File: config.mk
export PLATFORM = sky130hd
export DESIGN_NAME = fcmp_lt_unit
export DESIGN_NICKNAME = d
export VERILOG_FILES = /design/src/rtl/fcmp_pkg.sv /design/src/rtl/fcmp_classify.sv /design/src/rtl/fcmp_order.sv /design/src/rtl/fcmp_sticky.sv /design/src/rtl/fcmp_lt_unit.sv
export SDC_FILE = /design/constraint.sdc
export NUM_CORES = 1
export LEC_CHECK = 0
export BUFFER_PORTS_ARGS = -buffer_cell sky130_fd_sc_hd__clkbuf_2
export CORE_MARGIN = 5
export CORE_UTILIZATION = 40
export CTS_BUF_LIST = sky130_fd_sc_hd__clkbuf_16
export DETAILED_ROUTE_END_ITERATION = 8
export PLACE_DENSITY = 0.85
export SYNTH_ARGS = -nofsm -noshare
export SYNTH_HDL_FRONTEND = slang
export SYNTH_SLANG_ARGS = --single-unit
File: constraint.sdc
create_clock -name clk -period 3.31 [get_ports clk]
set_input_delay 0.1655 -clock clk [delete_from_list [all_inputs] [get_ports clk]]
set_output_delay 0.1655 -clock clk [all_outputs]
set_load 0.01 [all_outputs]
File: src/rtl/fcmp_pkg.sv
// Shared definitions for the guarded less-than comparator.
// Assumes a two-bit exception status: invalid and flush-to-zero.
package fcmp_pkg;
    localparam int FLAG_W   = 2;
    localparam int FLAG_INV = 0;
    localparam int FLAG_IFZ = 1;

    // Classification of one operand after decoding its fields
    typedef struct packed {
        logic is_nan;
        logic is_den;
        logic is_zero;
    } opnd_cls_t;
endpackage

File: src/rtl/fcmp_classify.sv
// Decodes one floating-point operand: flags NaN and subnormal values and
// returns a sign/magnitude pair with subnormals and zeros flushed to +0.
// Assumes an IEEE-style layout {sign, exponent, fraction}.
module fcmp_classify
    import fcmp_pkg::*;
#(
    parameter int EXP_W = 8,
    parameter int MAN_W = 23
) (
    input  logic [EXP_W+MAN_W:0]   raw,
    output opnd_cls_t              cls,
    output logic                   sgn,
    output logic [EXP_W+MAN_W-1:0] mag
);
    localparam int DW = 1 + EXP_W + MAN_W;

    logic [EXP_W-1:0] exp_f;
    logic [MAN_W-1:0] man_f;
    logic             exp_ones;
    logic             exp_none;
    logic             man_any;

    assign exp_f = raw[DW-2 -: EXP_W];
    assign man_f = raw[MAN_W-1:0];

    // Field decode and flush of subnormals to an unsigned zero
    always_comb begin
        exp_ones    = &exp_f;
        exp_none    = ~|exp_f;
        man_any     = |man_f;
        cls.is_nan  = exp_ones & man_any;
        cls.is_den  = exp_none & man_any;
        cls.is_zero = exp_none;
        sgn         = exp_none ? 1'b0 : raw[DW-1];
        mag         = exp_none ? '0 : raw[DW-2:0];
    end
endmodule

File: src/rtl/fcmp_order.sv
// Strict less-than over two flushed sign/magnitude operands.
// Assumes zeros arrive with sign 0 and magnitude 0; any NaN yields 0.
module fcmp_order #(
    parameter int MAG_W = 31
) (
    input  logic             sgn_a,
    input  logic [MAG_W-1:0] mag_a,
    input  logic             nan_a,
    input  logic             sgn_b,
    input  logic [MAG_W-1:0] mag_b,
    input  logic             nan_b,
    output logic             less
);
    // Sign-first ordering, magnitude sense flipped for two negatives
    always_comb begin
        if (nan_a || nan_b) begin
            less = 1'b0;
        end else begin
            unique case ({sgn_a, sgn_b})
                2'b10:   less = 1'b1;
                2'b01:   less = 1'b0;
                2'b11:   less = (mag_a > mag_b);
                default: less = (mag_a < mag_b);
            endcase
        end
    end
endmodule

File: src/rtl/fcmp_sticky.sv
// Sticky exception status register. Sets from this unit and from other
// units are ORed in; an explicit write replaces the contents and wins.
module fcmp_sticky #(
    parameter int FLAG_W = 2
) (
    input  logic              clk,
    input  logic              rst_n,
    input  logic [FLAG_W-1:0] set_own,
    input  logic [FLAG_W-1:0] set_ext,
    input  logic              wr_en,
    input  logic [FLAG_W-1:0] wr_data,
    output logic [FLAG_W-1:0] flags
);
    // Status update: write has priority over accumulated sets
    always_ff @(posedge clk) begin
        if (!rst_n) begin
            flags <= '0;
        end else if (wr_en) begin
            flags <= wr_data;
        end else begin
            flags <= flags | set_own | set_ext;
        end
    end
endmodule

File: src/rtl/fcmp_lt_unit.sv
// Guarded single-precision less-than unit. Classifies both operands,
// orders them and registers the 0/1 result together with the sticky
// exception status, so both become visible in the same cycle.
// Assumes op_guard carries only the guard register's least significant bit.
module fcmp_lt_unit
    import fcmp_pkg::*;
#(
    parameter int EXP_W = 8,
    parameter int MAN_W = 23
) (
    input  logic                   clk,
    input  logic                   rst_n,
    input  logic                   op_valid,
    input  logic                   op_guard,
    input  logic [EXP_W+MAN_W:0]   op_a,
    input  logic [EXP_W+MAN_W:0]   op_b,
    input  logic [FLAG_W-1:0]      ext_flags,
    input  logic                   stat_wr,
    input  logic [FLAG_W-1:0]      stat_wdata,
    output logic                   dst_we,
    output logic [EXP_W+MAN_W:0]   dst_data,
    output logic [FLAG_W-1:0]      stat_flags
);
    localparam int DW    = 1 + EXP_W + MAN_W;
    localparam int MAG_W = DW - 1;
    localparam int N_OP  = 2;

    logic [DW-1:0]    opnd [N_OP];
    opnd_cls_t        cls  [N_OP];
    logic             sgn  [N_OP];
    logic [MAG_W-1:0] mag  [N_OP];
    logic             less;
    logic             commit;
    logic [FLAG_W-1:0] own_set;

    assign opnd[0] = op_a;
    assign opnd[1] = op_b;

    for (genvar gi = 0; gi < N_OP; gi++) begin : g_cls
        fcmp_classify #(.EXP_W(EXP_W), .MAN_W(MAN_W)) u_cls (
            .raw (opnd[gi]),
            .cls (cls[gi]),
            .sgn (sgn[gi]),
            .mag (mag[gi])
        );
    end

    fcmp_order #(.MAG_W(MAG_W)) u_order (
        .sgn_a (sgn[0]),
        .mag_a (mag[0]),
        .nan_a (cls[0].is_nan),
        .sgn_b (sgn[1]),
        .mag_b (mag[1]),
        .nan_b (cls[1].is_nan),
        .less  (less)
    );

    // Commit decision and the flag sets it produces
    always_comb begin
        commit            = op_valid & op_guard;
        own_set           = '0;
        own_set[FLAG_INV] = commit & (cls[0].is_nan | cls[1].is_nan);
        own_set[FLAG_IFZ] = commit & (cls[0].is_den | cls[1].is_den);
    end

    fcmp_sticky #(.FLAG_W(FLAG_W)) u_stat (
        .clk     (clk),
        .rst_n   (rst_n),
        .set_own (own_set),
        .set_ext (ext_flags),
        .wr_en   (stat_wr),
        .wr_data (stat_wdata),
        .flags   (stat_flags)
    );

    // Destination write path, held when no operation commits
    always_ff @(posedge clk) begin
        if (!rst_n) begin
            dst_we   <= 1'b0;
            dst_data <= '0;
        end else begin
            dst_we <= commit;
            if (commit) begin
                dst_data <= {{(DW-1){1'b0}}, less};
            end
        end
    end
endmodule

Word-level counts from Yosys, hierarchy flattened

Cells that the tools add are included.

Register bits: 4
Bits of input ports: 73
Logic and storage cells: 35

Equality and inequality tests: 3
Reductions and logical operators: 9
Mux-type cells: 7
Magnitude comparators: 2
Bitwise logic cells: 11

Operators with widths:

| cell               | count |
|---|---|
| $mux 31            | 2 |
| $reduce_or 23->1   | 2 |
| $gt 31x31->1       | 1 |
| $lt 31x31->1       | 1 |
| $reduce_and 8->1   | 2 |
| $reduce_or 8->1    | 2 |
| $and 1x1->1        | 7 |
| $eq 2x2->1 const B | 2 |
| $or 2x2->2         | 2 |
| $mux 1             | 3 |
| $pmux 1 s3         | 1 |
| $eq 2x1->1 const B | 1 |
| $logic_not 1->1    | 2 |
| $mux 2             | 1 |
| $or 1x1->1         | 2 |
| $logic_or 1x1->1   | 1 |

Longest topological paths before layout

Gate-level depths: netlist of run 1.

Depth in word-level cells: 8
Mapped depth: 11

Hierarchy

From an unflattened synthesis of run 1, not the netlist that was laid out.

Cells, all modules: 265
Area, all modules: 1,913.1 um^2

By module, submodules not included:

| module        | times used | cells an instance | area each (um^2) | sequential area each (um^2) |
|---|---|---|---|---|
| fcmp_order    | 1          | 112               | 804.5            | 0.0 |
| fcmp_classify | 2          | 51                | 351.6            | 0.0 |
| fcmp_lt_unit  | 1          | 43                | 322.8            | 40.0 |
| fcmp_sticky   | 1          | 8                 | 82.6             | 40.0 |

Worst setup path before layout of run 1

No wires, ideal clock.

Path type: input -> register
From: input op_a[30]
To: register dst_data[0]
Cell stages on the path: 11
Setup slack: 851 ps
Data arrival time: 2,336 ps
Data required time: 3,187 ps
Path buffers: 1
Library setup time: 123 ps
Path through: nor4_1 -> nand2_1 -> clkbuf_1 -> and2_1 -> ha_1 -> nand4_1 -> or4_1 -> nor2b_1 -> a21oi_1 -> a311oi_1 -> o21ai_1

Word-level cells in the longest chain between the ends: 5
Elaborated cells between the ends (all ways): 13
Those cells by class: 2 x order compare; 3 x eq/ne; 4 x mux; 1 x bitwise; 3 x reduce/logical

RTL lines:

| element                                    | line                                     | text |
|---|---|---|
| from (decl)                                | fcmp_lt_unit.sv:15                       | `input logic [EXP_W+MAN_W:0] op_a,` |
| $reduce_or 8->1                            | fcmp_classify.sv:29                      | `exp_none = ~\|exp_f;` |
| $mux 31 or $mux 1 (tied branches)          | fcmp_classify.sv:35, fcmp_classify.sv:34 |  |
| $lt 31x31->1, or another cell as far along | fcmp_order.sv:23                         | `default: less = (mag_a < mag_b);` |
| $pmux 1 s3                                 | fcmp_order.sv:19                         | `unique case ({sgn_a, sgn_b})` |
| $mux 1 *                                   | fcmp_order.sv:16                         | `if (nan_a \|\| nan_b) begin` |
| to (signal assigned)                       | fcmp_lt_unit.sv:84                       | `dst_data <= {{(DW-1){1'b0}}, less};` |
| to (decl)                                  | fcmp_lt_unit.sv:21                       | `output logic [EXP_W+MAN_W:0] dst_data,` |

Every way passes the cells marked *; elsewhere a longest branch is shown, timed or not.
A chain may end at the register's enable or synchronous reset.

Worst setup path in the final report of run 1

Same ends and word-level chain as after synthesis.

==> flow_summary.json, run 1 <==
{
  "vias": 1843,
  "min_period_over_period_pct": 79.3,
  "power_density_nw_per_um2": 224,
  "clock_path_buffers": 2,
  "cts.sinks": 4,
  "hold_end": "u_stat.flags[0]",
  "power.switching_mw": 0.142,
  "syn_to_final_growth_pct": 22.8,
  "cp_slowest_cell": "or4_1",
  "fp.coreArea_um2": 3740,
  "final_common_cell": "clkbuf_2",
  "yosys.cell_types.count": 31,
  "synthesis.instances": 233,
  "row_count": 22,
  "ir_drop_mv": 0.114,
  "instances_no_fill": 348,
  "hp-class": "input port to flip-flop",
  "final_nets": 406,
  "rsz0062_at_grt": "false",
  "io_pins": 108,
  "die_area_um2": 5280,
  "crit_arrival_ns": 2.73,
  "grt_usage_pct": 16.7,
  "end_kind": "flip-flop",
  "p_int_mw": 0.291,
  "sw_frac_of_total_pct": 32.8,
  "syn_avg_cell_area_um2": 6.74,
  "synth.cell_area_um2": 1570,
  "clk_transition_reported_paths_ns": 0.03,
  "ys_warn_count": 0,
  "n_fill_cell": 416,
  "hp-start": "ext_flags[0]",
  "tritoncts": "built",
  "clockRootBuffer": "clkbuf_16",
  "overflow": 0,
  "pwr-share-comb_pct": 43.9,
  "maxSlewViolCount": 0,
  "grt_pass1_wl_um": 7220,
  "gp_congestion": 0.924,
  "clockPowerShare_pct": 43.8,
  "seqPwrFrac_pct": 12.3,
  "layout_common_cells": "clkbuf_2 (76), nand2_1 (35), ha_1 (31), conb_1 (31), and2_1 (23)",
  "grt_start_max_net_pins": 26,
  "antenna_left": 0,
  "fp.dieW_um": 72.7,
  "antenna_found_initial": 0,
  "remaining_drc_errors": 0,
  "hold-path-cell-count": 3,
  "dp.cells": 345,
  "dr.first_iter.drc_count": 36,
  "start_util_pct": 42.0,
  "fin_crit_ns": 2.62,
  "tns_ns": 0,
  "r2r_start": "u_stat.flags[1]",
  "rr_worst_depth": 2,
  "clock_latency_ns": 0.23,
  "ys_ff_latch": 4,
  "reg2reg_slack_ns": 2.57,
  "htreeDepth": 1,
  "portBuffers": 76,
  "crit_chain": "clkbuf_2 > nor4_1 > nand2_1 > and2_1 > ha_1 > nand4_1 > or4_1 > nor2b_1 > a21oi_1 > a311oi_1 > o21ai_1",
  "crit_required_ns": 3.41,
  "fmax_ghz": 0.381,
  "cpPeakStageDelay_ns": 0.57,
  "critPathMaxFanout": 16,
  "wirelength_um": 4600,
  "status": "complete, no violations",
  "hold_viol": 0,
  "post_cts_buffers": 0,
  "p_leak_nw": 1.06,
  "diodes": 0,
  "hold_buffers": 0,
  "setup_viol": 0,
  "vias_per_cell": 5.30,
  "routedWlPerCell_um": 13.2,
  "die-height_um": 72.7,
  "critPathKind": "input port to flip-flop",
  "ctsResizeCount": 0,
  "r2r-end": "u_stat.flags[1]",
  "ys_seq_area_share_pct": 5.10,
  "drive_gt1_share_pct": 27.7,
  "cts_buffers": 3,
  "fin_skew_ns": 0,
  "cap_violations": 0,
  "dr.pass1.iters": 5,
  "place_hpwl_um": 4100,
  "grt_pass1_vias": 1745,
  "start_kind": "input port"
}
power groups by stage:
stage               Sequential [mW]  Combinational [mW]  Clock [mW]
finish                       0.0532               0.190       0.189
global route                 0.0537               0.216       0.197
CTS                          0.0531               0.189       0.191
detailed placement           0.0538               0.187           0
global placement             0.0540               0.181           0
floorplan                    0.0554               0.136           0
stage by stage:
stage	instance area [um^2]	total power, mW	setup slack (ns)	hold WS (ns)	util, %
2_1_floorplan	1680	0.191	0.851	0.304	-
3_3_place_gp	1850	0.235	0.529	0.439	49.5
6_report	1930	0.432	0.686	0.214	51.5
3_5_place_dp	1850	0.241	0.455	0.439	49.5
4_1_cts	1930	0.433	0.688	0.210	51.5
5_1_grt	1930	0.466	0.450	0.230	51.5
cells in the mapped netlist:
library cell | n | area share, %
ha_1 | 31 | 25
a311oi_1 | 2 | 1.1
o21ai_0 | 5 | 1.6
nand2_2 | 1 | 0.40
nor2_1 | 8 | 1.9
buf_4 | 31 | 15
and3_1 | 1 | 0.40
nand3b_1 | 1 | 0.48
o211ai_1 | 1 | 0.48
a221oi_2 | 1 | 0.96
nand3_1 | 5 | 1.6
nand2_1 | 35 | 8.4
a21oi_1 | 16 | 5.1
a211oi_1 | 2 | 0.96
a21boi_0 | 1 | 0.48
o22ai_1 | 1 | 0.40
nor4_1 | 14 | 5.6
clkbuf_1 | 12 | 2.9
a22oi_1 | 1 | 0.48
nor4_2 | 1 | 0.80
conb_1 | 1 | 0.24
o21ai_1 | 4 | 1.3
a311o_1 | 1 | 0.64
and2_1 | 23 | 9.2
dfxtp_1 | 4 | 5.1
nor3_1 | 4 | 1.3
or4_1 | 1 | 0.48
o31ai_1 | 1 | 0.48
nand4_1 | 13 | 5.2
nor2b_1 | 1 | 0.40
inv_1 | 10 | 2.4
kinds of logic (layout without fill, tap and decap cells):
| logic type | Yosys count | in the layout | share of synthesized area, % |
|---|---|---|---|
| simple gates | 108 | 108 | 36.0 |
| flops | 4 | 4 | 5.10 |
| compound gates | 36 | 36 | 13.9 |
| buf+inv | 53 | 90 | 20.1 |
| other cells | 1 | 31 | 0.239 |
| fa+ha+maj | 31 | 31 | 24.7 |
sequential cells by signal, summed over array words and instances, names as in the netlist:
signal and flops:
dst_we 1, dst_data 1, u_stat.flags 2
worst max-delay path, delay by kind of cell:
family	cells	cell delay, ns
compound gates	3	0.41
simple gates	6	1.74
buf+inv	1	0.10
fa+ha+maj	1	0.31
final cells by class:
cell class | count | area (um^2) | area share, %
inverter | 10 | 37.5 | 1.95
timing repair buffer | 77 | 388 | 20.1
tap | 48 | 60.1 | 3.11
sequential | 4 | 80.1 | 4.15
multi-input combinational | 206 | 1290 | 66.8
clock buffer | 3 | 75.1 | 3.89
routing by layer:
layer	share of wire (%)	vias to the layer above	track usage [%]
li1	-	906	-
met1	41	835	20.5
met2	47	96	28.6
met3	10	6	3.44
met4	0.83	0	5.74
met5	0	-	0
how the worst max path moves through the flow:
stage | from | endpoint | slack [ns]
after floorplan | op_a[30] | dst_data[0] | 0.85
after global placement | op_a[30] | dst_data[0] | 0.53
after detailed placement | op_a[26] | dst_data[0] | 0.46
after CTS | op_a[30] | dst_data[0] | 0.69
after global routing | op_a[26] | dst_data[0] | 0.45
final | op_a[30] | dst_data[0] | 0.69
Note: power is estimated with default switching activity, not from simulation.
==> inputs of run 2 (changes only) <==
Clock period 3.31 ns to 2.65 ns, I/O delays scaled along.
==> flow_summary.json, run 2 (same netlist as run 1, synthesis figures left out) <==
{
  "status": "complete, no violations",
  "place_hpwl_um": 4020,
  "final_cell_area_um2": 1940,
  "hold-path-cell-count": 3,
  "portBuffers": 76,
  "overflow": 0,
  "maxSlewViolCount": 0,
  "grt_pass1_wl_um": 7170,
  "dr.pass1.iters": 4,
  "hold_buffers": 0,
  "drive_gt1_share_pct": 28.1,
  "remaining_drc_errors": 0,
  "die-height_um": 72.7,
  "layout_common_cells": "clkbuf_2 (76), nand2_1 (35), ha_1 (31), conb_1 (31), and2_1 (23)",
  "cap_violations": 0,
  "ctsResizeCount": 0,
  "dpl_cell_area_um2": 1870,
  "fmax_ghz": 0.412,
  "cts_buffers": 3,
  "fin_crit_ns": 2.43,
  "clock_path_buffers": 2,
  "grt_start_max_net_pins": 26,
  "tritoncts": "built",
  "antenna_found_initial": 0,
  "start_kind": "input port",
  "crit_required_ns": 2.75,
  "p_leak_nw": 1.07,
  "critPathKind": "input port to flip-flop",
  "fin_skew_ns": 0,
  "routedWlPerCell_um": 13.1,
  "htreeDepth": 1,
  "fp.coreArea_um2": 3740,
  "hp-class": "input port to flip-flop",
  "regArea_um2": 80.1,
  "r2r_start": "u_stat.flags[1]",
  "multi_input_area_um2": 1290,
  "dr.first_iter.drc_count": 77,
  "critPathMaxFanout": 25,
  "setup_viol": 0,
  "ir_drop_mv": 0.138,
  "largest_reg_flops": 2,
  "syn_to_final_growth_pct": 23.7,
  "clk_transition_reported_paths_ns": 0.03,
  "hp-start": "rst_n",
  "rsz0062_at_grt": "false",
  "instances_no_fill": 350,
  "tns_ns": 0,
  "final_common_cell": "clkbuf_2",
  "clockRootBuffer": "clkbuf_16",
  "cts.sinks": 4,
  "clock_latency_ns": 0.22,
  "start_util_pct": 42.0,
  "grt_usage_pct": 16.5,
  "gp_congestion": 0.872,
  "crit_start": "op_a[30]",
  "fp.dieW_um": 72.7,
  "final.setup.worst_slack_ns": 0.221,
  "die_area_um2": 5280,
  "antenna_left": 0,
  "final_nets": 408,
  "hold_viol": 0,
  "vias_per_cell": 5.11,
  "crit_arrival_ns": 2.53,
  "wirelength_um": 4580,
  "final_util_pct": 51.9,
  "pre_cts_ws_ns": 0.0132,
  "vias": 1788,
  "rr_worst_depth": 2,
  "top_regs": "u_stat.flags x2, dst_data x1, dst_we x1",
  "n_fill_cell": 419,
  "grt_pass1_vias": 1649,
  "min_period_over_period_pct": 91.7,
  "diodes": 0,
  "top_register": "u_stat.flags",
  "dp.cells": 347,
  "post_cts_buffers": 0,
  "power_density_nw_per_um2": 278,
  "io_pins": 108,
  "row_count": 22,
  "end_kind": "flip-flop"
}
-- run 2: cell count changes in the layout (fill, tap and decap cells not counted) --
cell	delta
buf_4	+2
-- run 2: worst paths after layout --
kind,end,slack [ns]
setup reg to reg,u_stat.flags[1],1.92
hold reg to reg,dst_data[0],0.49
setup / recovery,dst_data[0],0.22
hold / removal,u_stat.flags[1],0.17
-- run 2: cell type report --
class / count / area share (%)
well taps: 48 / 3.09
inverters: 10 / 1.93
clock buffers: 3 / 3.86
repair buffers: 79 / 20.7
flip-flops and latches: 4 / 4.12
multi-input cells: 206 / 66.3
-- run 2: where the power goes --
part,switching [mW],internal (mW)
logic,0.132,0.106
registers,0.00191,0.0647
clock network,0.0417,0.193
-- run 2: metal layers --
metal  wire [um]  GRT usage [%]
met1        1930           21.7
met2        2140           28.8
met3         496           1.93
met5           0              0
met4           9           3.07
-- run 2: through the flow --
step	hold WS, ns	power, mW
after global routing	0.226	0.582
after floorplan	0.271	0.239
after detailed placement	0.401	0.302
after global placement	0.404	0.296
final	0.172	0.540
after CTS	0.171	0.540
-- run 2: worst max-delay path, stage by stage --
cell	delay (ns)
clkbuf_2	0.11
nor4_1	0.27
nand2_1	0.08
buf_4	0.21
and2_1	0.18
ha_1	0.31
nand4_1	0.15
or4_1	0.57
nor2b_1	0.12
a21oi_1	0.05
a311oi_1	0.26
o21ai_1	0.10
